$ cat src/rtl/i2c_tgt_pkg.sv
package i2c_tgt_pkg;
  localparam int BYTE_W = 8;

  // status bit positions
  localparam int SB_ADR = 0;
  localparam int SB_RXD = 1;
  localparam int SB_TXD = 2;
  localparam int SB_EMP = 3;
  localparam int SB_STP = 4;
  localparam int SB_MOD = 5;
  localparam int SB_GCL = 6;

  // control bit positions
  localparam int CB_NAK = 0;
  localparam int CB_GCE = 1;
  localparam int CB_EN  = 2;
  localparam int CB_BUF = 3;
  localparam int CTRL_W = 4;

  // register addresses
  localparam int RA_CTRL = 0;
  localparam int RA_STAT = 1;
  localparam int RA_IEN  = 2;
  localparam int RA_OWN  = 3;
  localparam int RA_DATA = 4;

  typedef enum logic [2:0] {
    ST_IDLE, ST_ADDR, ST_AACK, ST_RX, ST_RACK, ST_TX, ST_TACK
  } tgt_state_t;

  typedef struct packed {
    logic addr_hit;
    logic gcall;
    logic rw;
    logic rx_done;
    logic nack_used;
    logic tx_load;
    logic tx_sent;
    logic stop;
  } tgt_evt_t;
endpackage

$ cat src/rtl/i2c_tgt_sync.sv
module i2c_tgt_sync #(
  parameter int STAGES = 2
) (
  input  logic clk,
  input  logic rst,
  input  logic scl_i,
  input  logic sda_i,
  output logic scl_s,
  output logic sda_s,
  output logic scl_rise,
  output logic scl_fall,
  output logic start_det,
  output logic stop_det
);
  logic [STAGES-1:0] scl_ff, sda_ff;
  logic scl_q, sda_q;

  always_ff @(posedge clk) begin
    if (rst) begin
      scl_ff <= '1;
      sda_ff <= '1;
      scl_q  <= 1'b1;
      sda_q  <= 1'b1;
    end else begin
      scl_ff <= {scl_ff[STAGES-2:0], scl_i};
      sda_ff <= {sda_ff[STAGES-2:0], sda_i};
      scl_q  <= scl_ff[STAGES-1];
      sda_q  <= sda_ff[STAGES-1];
    end
  end

  assign scl_s     = scl_ff[STAGES-1];
  assign sda_s     = sda_ff[STAGES-1];
  assign scl_rise  = scl_s & ~scl_q;
  assign scl_fall  = ~scl_s & scl_q;
  assign start_det = scl_s & scl_q & sda_q & ~sda_s;
  assign stop_det  = scl_s & scl_q & ~sda_q & sda_s;
endmodule

$ cat src/rtl/i2c_tgt_fsm.sv
module i2c_tgt_fsm
  import i2c_tgt_pkg::*;
(
  input  logic              clk,
  input  logic              rst,
  input  logic              en,
  input  logic              gce,
  input  logic              fna,
  input  logic [6:0]        own,
  input  logic [BYTE_W-1:0] tx_byte,
  input  logic              sda_s,
  input  logic              scl_rise,
  input  logic              scl_fall,
  input  logic              start_det,
  input  logic              stop_det,
  output logic              sda_oe,
  output tgt_evt_t          evt,
  output logic [BYTE_W-1:0] rx_byte
);
  localparam int CNT_W = $clog2(BYTE_W + 1);
  localparam logic [CNT_W-1:0] LAST = CNT_W'(BYTE_W);

  tgt_state_t        state;
  logic [CNT_W-1:0]  cnt;
  logic [BYTE_W-1:0] sh;
  logic              rw_q, mack;
  logic              hit_own, hit_gc;

  assign hit_gc  = gce && (sh[BYTE_W-1:1] == 7'd0);
  assign hit_own = (sh[BYTE_W-1:1] == own) && (own != 7'd0);

  always_ff @(posedge clk) begin
    if (rst) begin
      state   <= ST_IDLE;
      cnt     <= '0;
      sh      <= '0;
      rw_q    <= 1'b0;
      mack    <= 1'b0;
      sda_oe  <= 1'b0;
      evt     <= '0;
      rx_byte <= '0;
    end else begin
      evt <= '0;
      if (!en) begin
        state  <= ST_IDLE;
        sda_oe <= 1'b0;
      end else if (stop_det) begin
        state    <= ST_IDLE;
        sda_oe   <= 1'b0;
        evt.stop <= 1'b1;
      end else if (start_det) begin
        state  <= ST_ADDR;
        cnt    <= '0;
        sda_oe <= 1'b0;
      end else begin
        case (state)
          ST_ADDR: begin
            if (scl_rise) begin
              sh  <= {sh[BYTE_W-2:0], sda_s};
              cnt <= cnt + 1'b1;
            end else if (scl_fall && cnt == LAST) begin
              if (hit_own || hit_gc) begin
                state        <= ST_AACK;
                sda_oe       <= 1'b1;
                rw_q         <= sh[0];
                rx_byte      <= sh;
                evt.addr_hit <= 1'b1;
                evt.gcall    <= hit_gc;
                evt.rw       <= sh[0];
              end else begin
                state <= ST_IDLE;
              end
            end
          end
          ST_AACK, ST_TACK: begin
            if (state == ST_TACK && scl_rise) mack <= ~sda_s;
            if (scl_fall) begin
              cnt <= '0;
              if ((state == ST_AACK && rw_q) || (state == ST_TACK && mack)) begin
                state       <= ST_TX;
                sh          <= tx_byte;
                sda_oe      <= ~tx_byte[BYTE_W-1];
                evt.tx_load <= 1'b1;
              end else if (state == ST_AACK) begin
                state  <= ST_RX;
                sda_oe <= 1'b0;
              end else begin
                state  <= ST_IDLE;
                sda_oe <= 1'b0;
              end
            end
          end
          ST_RX: begin
            if (scl_rise) begin
              sh  <= {sh[BYTE_W-2:0], sda_s};
              cnt <= cnt + 1'b1;
            end else if (scl_fall && cnt == LAST) begin
              rx_byte       <= sh;
              evt.rx_done   <= 1'b1;
              evt.nack_used <= fna;
              sda_oe        <= ~fna;
              state         <= ST_RACK;
            end
          end
          ST_RACK: begin
            if (scl_fall) begin
              sda_oe <= 1'b0;
              cnt    <= '0;
              state  <= ST_RX;
            end
          end
          ST_TX: begin
            if (scl_rise) begin
              cnt <= cnt + 1'b1;
            end else if (scl_fall && cnt == LAST) begin
              sda_oe      <= 1'b0;
              evt.tx_sent <= 1'b1;
              state       <= ST_TACK;
            end else if (scl_fall && cnt != '0) begin
              sh     <= {sh[BYTE_W-2:0], 1'b0};
              sda_oe <= ~sh[BYTE_W-2];
            end
          end
          default: ;
        endcase
      end
    end
  end

  // a STOP always lands in idle with the data line released
  assert_stop_idle_R8: assert property (@(posedge clk) disable iff (rst)
    (en && stop_det) |=> (state == ST_IDLE && !sda_oe));

  // nothing is driven while the interface is off
  assert_quiet_off_R12: assert property (@(posedge clk) disable iff (rst)
    !en |=> !sda_oe);
endmodule

$ cat src/rtl/i2c_tgt_regs.sv
module i2c_tgt_regs
  import i2c_tgt_pkg::*;
#(
  parameter int REG_AW = 3
) (
  input  logic              clk,
  input  logic              rst,
  input  logic              we,
  input  logic              re,
  input  logic [REG_AW-1:0] addr,
  input  logic [BYTE_W-1:0] wdata,
  input  tgt_evt_t          evt,
  input  logic [BYTE_W-1:0] rx_byte,
  output logic [BYTE_W-1:0] rdata,
  output logic              en,
  output logic              gce,
  output logic              fna,
  output logic [6:0]        own,
  output logic [BYTE_W-1:0] data_q,
  output logic              hold_any,
  output logic              irq
);
  logic [CTRL_W-1:0] ctrl_q;
  logic [BYTE_W-1:0] st_q, st_n, ien_q, ien_n, wmask, setv;
  logic              wr_st, wr_ctl;

  assign wr_st  = we && (addr == REG_AW'(RA_STAT));
  assign wr_ctl = we && (addr == REG_AW'(RA_CTRL));

  always_comb begin
    wmask = wr_st ? wdata : '1;
    setv = '0;
    setv[SB_ADR] = evt.addr_hit;
    setv[SB_GCL] = evt.addr_hit & evt.gcall;
    setv[SB_RXD] = evt.rx_done;
    setv[SB_EMP] = evt.tx_load;
    setv[SB_TXD] = evt.tx_sent;
    setv[SB_STP] = evt.stop;
    st_n = (st_q & wmask) | setv;
    st_n[SB_MOD] = evt.addr_hit ? evt.rw : st_q[SB_MOD];
    st_n[BYTE_W-1] = 1'b0;
    ien_n = (we && addr == REG_AW'(RA_IEN)) ? wdata : ien_q;
  end

  always_ff @(posedge clk) begin
    if (rst) begin
      ctrl_q <= '0;
      st_q   <= '0;
      ien_q  <= '0;
      own    <= '0;
      data_q <= '0;
      rdata  <= '0;
      irq    <= 1'b0;
    end else begin
      st_q  <= st_n;
      ien_q <= ien_n;
      irq   <= |(st_n & ien_n);
      if (wr_ctl) ctrl_q <= wdata[CTRL_W-1:0];
      else if (evt.nack_used) ctrl_q[CB_NAK] <= 1'b0;
      if (we && addr == REG_AW'(RA_OWN)) own <= wdata[6:0];
      if (evt.addr_hit || evt.rx_done) data_q <= rx_byte;
      else if (we && addr == REG_AW'(RA_DATA)) data_q <= wdata;
      if (re) begin
        case (int'(addr))
          RA_CTRL: rdata <= {{(BYTE_W-CTRL_W){1'b0}}, ctrl_q};
          RA_STAT: rdata <= st_q;
          RA_IEN:  rdata <= ien_q;
          RA_OWN:  rdata <= {1'b0, own};
          RA_DATA: rdata <= data_q;
          default: rdata <= '0;
        endcase
      end
    end
  end

  assign en       = ctrl_q[CB_EN];
  assign gce      = ctrl_q[CB_GCE];
  assign fna      = ctrl_q[CB_NAK];
  assign hold_any = st_q[SB_ADR] | st_q[SB_RXD] | st_q[SB_EMP];

  // writing 0 to a flag clears it when no new event lands
  assert_clear_R9: assert property (@(posedge clk) disable iff (rst)
    (wr_st && !wdata[SB_RXD] && !evt.rx_done) |=> !st_q[SB_RXD]);

  // forced NACK is consumed by the byte it refused
  assert_fna_once_R6: assert property (@(posedge clk) disable iff (rst)
    (evt.nack_used && !wr_ctl) |=> !ctrl_q[CB_NAK]);

  // a request never stands without an enabled flag
  assert_irq_src_R10: assert property (@(posedge clk) disable iff (rst)
    irq |-> ((st_q & ien_q) != '0));

  // transmit-mode bit follows the matched R/W bit
  assert_mode_R4: assert property (@(posedge clk) disable iff (rst)
    evt.addr_hit |=> (st_q[SB_MOD] == $past(evt.rw)));
endmodule

$ cat src/rtl/i2c_target.sv
module i2c_target
  import i2c_tgt_pkg::*;
#(
  parameter int REG_AW      = 3,
  parameter int SYNC_STAGES = 2
) (
  input  logic              clk,
  input  logic              rst,
  input  logic              scl_i,
  input  logic              sda_i,
  output logic              scl_oe,
  output logic              sda_oe,
  input  logic              reg_we,
  input  logic              reg_re,
  input  logic [REG_AW-1:0] reg_addr,
  input  logic [BYTE_W-1:0] reg_wdata,
  output logic [BYTE_W-1:0] reg_rdata,
  output logic              irq
);
  logic scl_s, sda_s, scl_rise, scl_fall, start_det, stop_det;
  logic en, gce, fna, hold_any;
  logic [6:0] own;
  logic [BYTE_W-1:0] data_q, rx_byte;
  tgt_evt_t evt;

  i2c_tgt_sync #(.STAGES(SYNC_STAGES)) u_sync (
    .clk(clk), .rst(rst), .scl_i(scl_i), .sda_i(sda_i),
    .scl_s(scl_s), .sda_s(sda_s), .scl_rise(scl_rise), .scl_fall(scl_fall),
    .start_det(start_det), .stop_det(stop_det)
  );

  i2c_tgt_fsm u_fsm (
    .clk(clk), .rst(rst), .en(en), .gce(gce), .fna(fna), .own(own),
    .tx_byte(data_q), .sda_s(sda_s), .scl_rise(scl_rise), .scl_fall(scl_fall),
    .start_det(start_det), .stop_det(stop_det), .sda_oe(sda_oe),
    .evt(evt), .rx_byte(rx_byte)
  );

  i2c_tgt_regs #(.REG_AW(REG_AW)) u_regs (
    .clk(clk), .rst(rst), .we(reg_we), .re(reg_re), .addr(reg_addr),
    .wdata(reg_wdata), .evt(evt), .rx_byte(rx_byte), .rdata(reg_rdata),
    .en(en), .gce(gce), .fna(fna), .own(own), .data_q(data_q),
    .hold_any(hold_any), .irq(irq)
  );

  // stretch: grab SCL only while it is already low, keep it until serviced
  always_ff @(posedge clk) begin
    if (rst) scl_oe <= 1'b0;
    else     scl_oe <= en && hold_any && (!scl_s || scl_oe);
  end

  // no stretch without a pending flag
  assert_hold_cause_R11: assert property (@(posedge clk) disable iff (rst)
    scl_oe |-> $past(hold_any));

  // a pending flag with SCL low always stretches
  assert_hold_taken_R11: assert property (@(posedge clk) disable iff (rst)
    (en && hold_any && !scl_s) |=> scl_oe);
endmodule

$ cat config.mk
export PLATFORM = sky130hd
export DESIGN_NAME = i2c_target
export DESIGN_NICKNAME = d
export VERILOG_FILES = /design/src/rtl/i2c_tgt_pkg.sv /design/src/rtl/i2c_tgt_sync.sv /design/src/rtl/i2c_tgt_fsm.sv /design/src/rtl/i2c_tgt_regs.sv /design/src/rtl/i2c_target.sv
export SDC_FILE = /design/constraint.sdc
export NUM_CORES = 1
export LEC_CHECK = 0
export CORE_ASPECT_RATIO = 0.75
export CORE_MARGIN = 1
export CORE_UTILIZATION = 35
export DETAILED_ROUTE_END_ITERATION = 10
export PLACE_DENSITY_LB_ADDON = 0.15
export SYNTH_ARGS = -nofsm -noshare
export SYNTH_HDL_FRONTEND = slang
export SYNTH_SLANG_ARGS = --single-unit
$ cat constraint.sdc
create_clock -name clk -period 2.3 [get_ports clk]
set_input_delay 0.345 -clock clk [delete_from_list [all_inputs] [get_ports clk]]
set_output_delay 0.345 -clock clk [all_outputs]
set_load 0.01 [all_outputs]
==> impl_metrics.toml <==
[synth]
yosys.area_share.simple = 0.235
ys_types = 58
synthMuxAreaShare = 0.100
synth-async-reset-ratio = 0
yosysTopAreaCell = "dfxtp_1"
synth_top_area_share = 0.399
ys_seq_area_frac = 0.399
synth_compound_area_frac = 0.196
netlist_instances = 505
synth_warnings = 0
syn-cell-area_um2 = 4210
synth_flop_cell = "dfxtp_1"
synth.avg_cell_area_um2 = 8.34
synthXorXnorAreaFrac = 0.0166
synth_edf_count = 0
syn_nets = 524
synth_area_leaders = "dfxtp_1 40%, mux2i_1 9.7%, a21oi_1 5.2%"
synth-adder-area-share = 0.00594
synth_top_family_by_area = "simple AND/OR/NAND/NOR gates"
synth-seq-cells = 84

[job]
cap_violations = 0

[global_route]
gr-total-overflow = 0
grt_max_degree = 81
grt_pass1_wl_um = 19400
grt_pass1_vias = 3527
track_usage = 0.204
antenna_found_initial = 0

[worst_setup_path]
critPathMaxFanout = 12
r2r-start = "u_fsm.state[0]"
slowest_delay_ns = 0.59
path_cells = "a21boi_1 -> o21ai_0 -> or4b_1 -> a21oi_1"
r2r_setup_slack_ns = 0.19
r2r_cells = 4
crit_type = "reg -> reg"
arrival_ns = 2.37
worstPathRequired_ns = 2.56
startpoint_type = "flip-flop"
r2r-end = "u_fsm.cnt[1]"
worstSetupEndpointType = "flip-flop"
critPathSlowestCell = "dfxtp_1"

[timing]
finalWorstSetupSlack_ns = 0.190
slew_headroom = 0.460
post-route-min-period_ns = 2.11
max_clock_freq_ghz = 0.474
worst_clock_skew_ns = 0.00787
rsz0062_at_grt = "no"
maxSlewViolCount = 0
hold_viol = 0
tightest_slew_ns = 0.807
fin_crit_sh = 0.917
setup_violations = 0
setup_tns_ns = 0

[clock_network]
cts_tree = "done"
clock_path_buffers = 2
cts.root.buffer_cell = "clkbuf_16"
cts_sinks = 84
htreeDepth = 3
insertion_delay_ns = 0.34
post-cts-setup-buffer-count = 0
cts_made_buffers = 9
clk_pin_slew_ns = 0.06

[power]
leakagePower_uw = 0.00177
seqPwrFrac = 0.442
p_switching_uw = 749
combPwrFrac = 0.067
internal_power_uw = 2630
sw_frac_of_total = 0.222
vdd_ir_drop_max_mv = 0.333
powerDensity_nw_per_um2 = 671
clock_power_share = 0.492

[route]
avgViaCountPerCell = 5.40
routed_wl_um = 12000
antenna_left = 0
vias = 3771
remaining_drc_errors = 0
wire_per_inst_um = 17.2
first_iter_violations = 284
dr.pass1.iters = 4

[final_layout]
syn_to_final_growth_pct = 19.5
fillCellCount = 1170
diodes = 0
mostFrequentLayoutCells = "84 x dfxtp_1, 53 x nand2_1, 44 x a21oi_1"
fin_nets = 550
layout.cells.most_common = "dfxtp_1"
drive_gt1_frac = 0.106

[worst_hold_path]
hold_class = "reg -> reg"
hold_start = "u_sync.sda_ff[0]"
hold_path_end = "u_sync.sda_ff[1]"
hold_depth = 1

[placed_design]
io_buffers = 27
dp_hpwl_um = 8830
gp_routability_congestion = 0.877
dp_worst_setup_slack_ns = 0.106

[die]
core_area_um2 = 11700
std_cell_rows = 34
start_util = 0.362
die_y_um = 97.0
die_w_um = 129
ioPinCount = 28
die-area_um2 = 12500

[run_status]
status = "completed"
==> worst max-delay path, delay by kind of cell (launching register included) <==
| kind | cells | cell delay, ns |
|---|---|---|
| AOI/OAI and AO/OA | 3 | 0.91 |
| DFF | 1 | 0.59 |
| and+or+nand+nor | 1 | 0.54 |
==> power groups by stage <==
stage	registers [µW]	logic, µW	clock network (µW)
6_report	1490	225	1660
3_3_place_gp	1530	221	0
4_1_cts	1490	224	1690
2_1_floorplan	1520	133	0
3_5_place_dp	1530	223	0
5_1_grt	1490	244	1750
==> timing repair <==
item,CTS,global route
hold buffers,0,0
resized for setup,0,1
setup endpoints to repair,0,4
==> worst max path at each step <==
stage                                  end            from  cells after the start
after global placement        u_fsm.cnt[3]  u_fsm.state[0]                      4
after CTS                     u_fsm.cnt[1]  u_fsm.state[0]                      4
after detailed placement      u_fsm.cnt[1]  u_fsm.state[0]                      4
after global routing      u_fsm.rx_byte[7]  u_fsm.state[0]                      5
after floorplan           u_fsm.rx_byte[0]    u_fsm.cnt[0]                      7
final                         u_fsm.cnt[1]  u_fsm.state[0]                      4
==> synthesized netlist by cell type, types with 2 or more instances <==
cell / count
dfxtp_1: 84
o32ai_1: 2
nor2b_1: 10
ha_1: 2
nor4_1: 5
a311oi_1: 9
and3_1: 3
nor2_1: 38
a22oi_1: 4
and2_1: 3
buf_4: 3
nand2b_1: 32
mux2i_1: 41
nand3_1: 6
o31ai_1: 6
o211ai_1: 5
clkbuf_1: 20
a21oi_1: 44
nor3_1: 6
a31oi_1: 5
nand2_1: 53
xnor2_1: 7
a21o_1: 2
o22ai_1: 8
or3_1: 2
o21ai_0: 36
inv_1: 13
o221ai_1: 2
or4_1: 4
buf_2: 5
nand4b_1: 2
or2_2: 15
buf_6: 2
nor4b_1: 2
==> cell families after synthesis <==
| logic type | after synthesis |
|---|---|
| flops | 84 |
| fa+ha+maj | 2 |
| buf+inv | 45 |
| compound gates | 134 |
| xor+xnor | 8 |
| mux | 42 |
| simple gates | 190 |
==> layout make-up <==
cell class                 count  area [µm²]  area share
multi-input combinational    376        2340       0.464
sequential                    84        1680       0.334
timing repair buffer          46         420      0.0835
clock buffer                  10         229      0.0455
tap                          162         203      0.0402
clock inverter                 6         113      0.0224
inverter                      14        52.6      0.0104
==> layer usage <==
layer | track usage | wire [µm]
met5 | 0 | 0
met4 | 0.0624 | 141
met3 | 0.0409 | 823
met2 | 0.280 | 4950
met1 | 0.312 | 6080
==> per-stage QoR <==
step	instances	utilization	total power [µW]	hold WS [ns]	instance area, µm²
6_report	698	0.432	3380	0.406	5040
5_1_grt	698	0.432	3490	0.430	5040
4_1_cts	698	0.432	3410	0.411	5040
3_5_place_dp	682	0.403	1750	0.394	4690
3_3_place_gp	682	0.403	1750	0.392	4690
2_1_floorplan	505	-	1650	0.389	4210
==> registers in the layout (all words and copies together) (netlist names), 2 cells and up <==
name and flops:
u_fsm.rx_byte 8, u_fsm.cnt 4, u_regs.own 7, u_fsm.state 3, u_regs.ien_q 8, u_sync.scl_ff 2, u_fsm.sh 8, u_regs.st_q 7
u_regs.rdata 8, u_regs.data_q 8, u_fsm.evt 8, u_regs.ctrl_q 4, u_sync.sda_ff 2
Note: power is estimated with default switching activity, not from simulation.
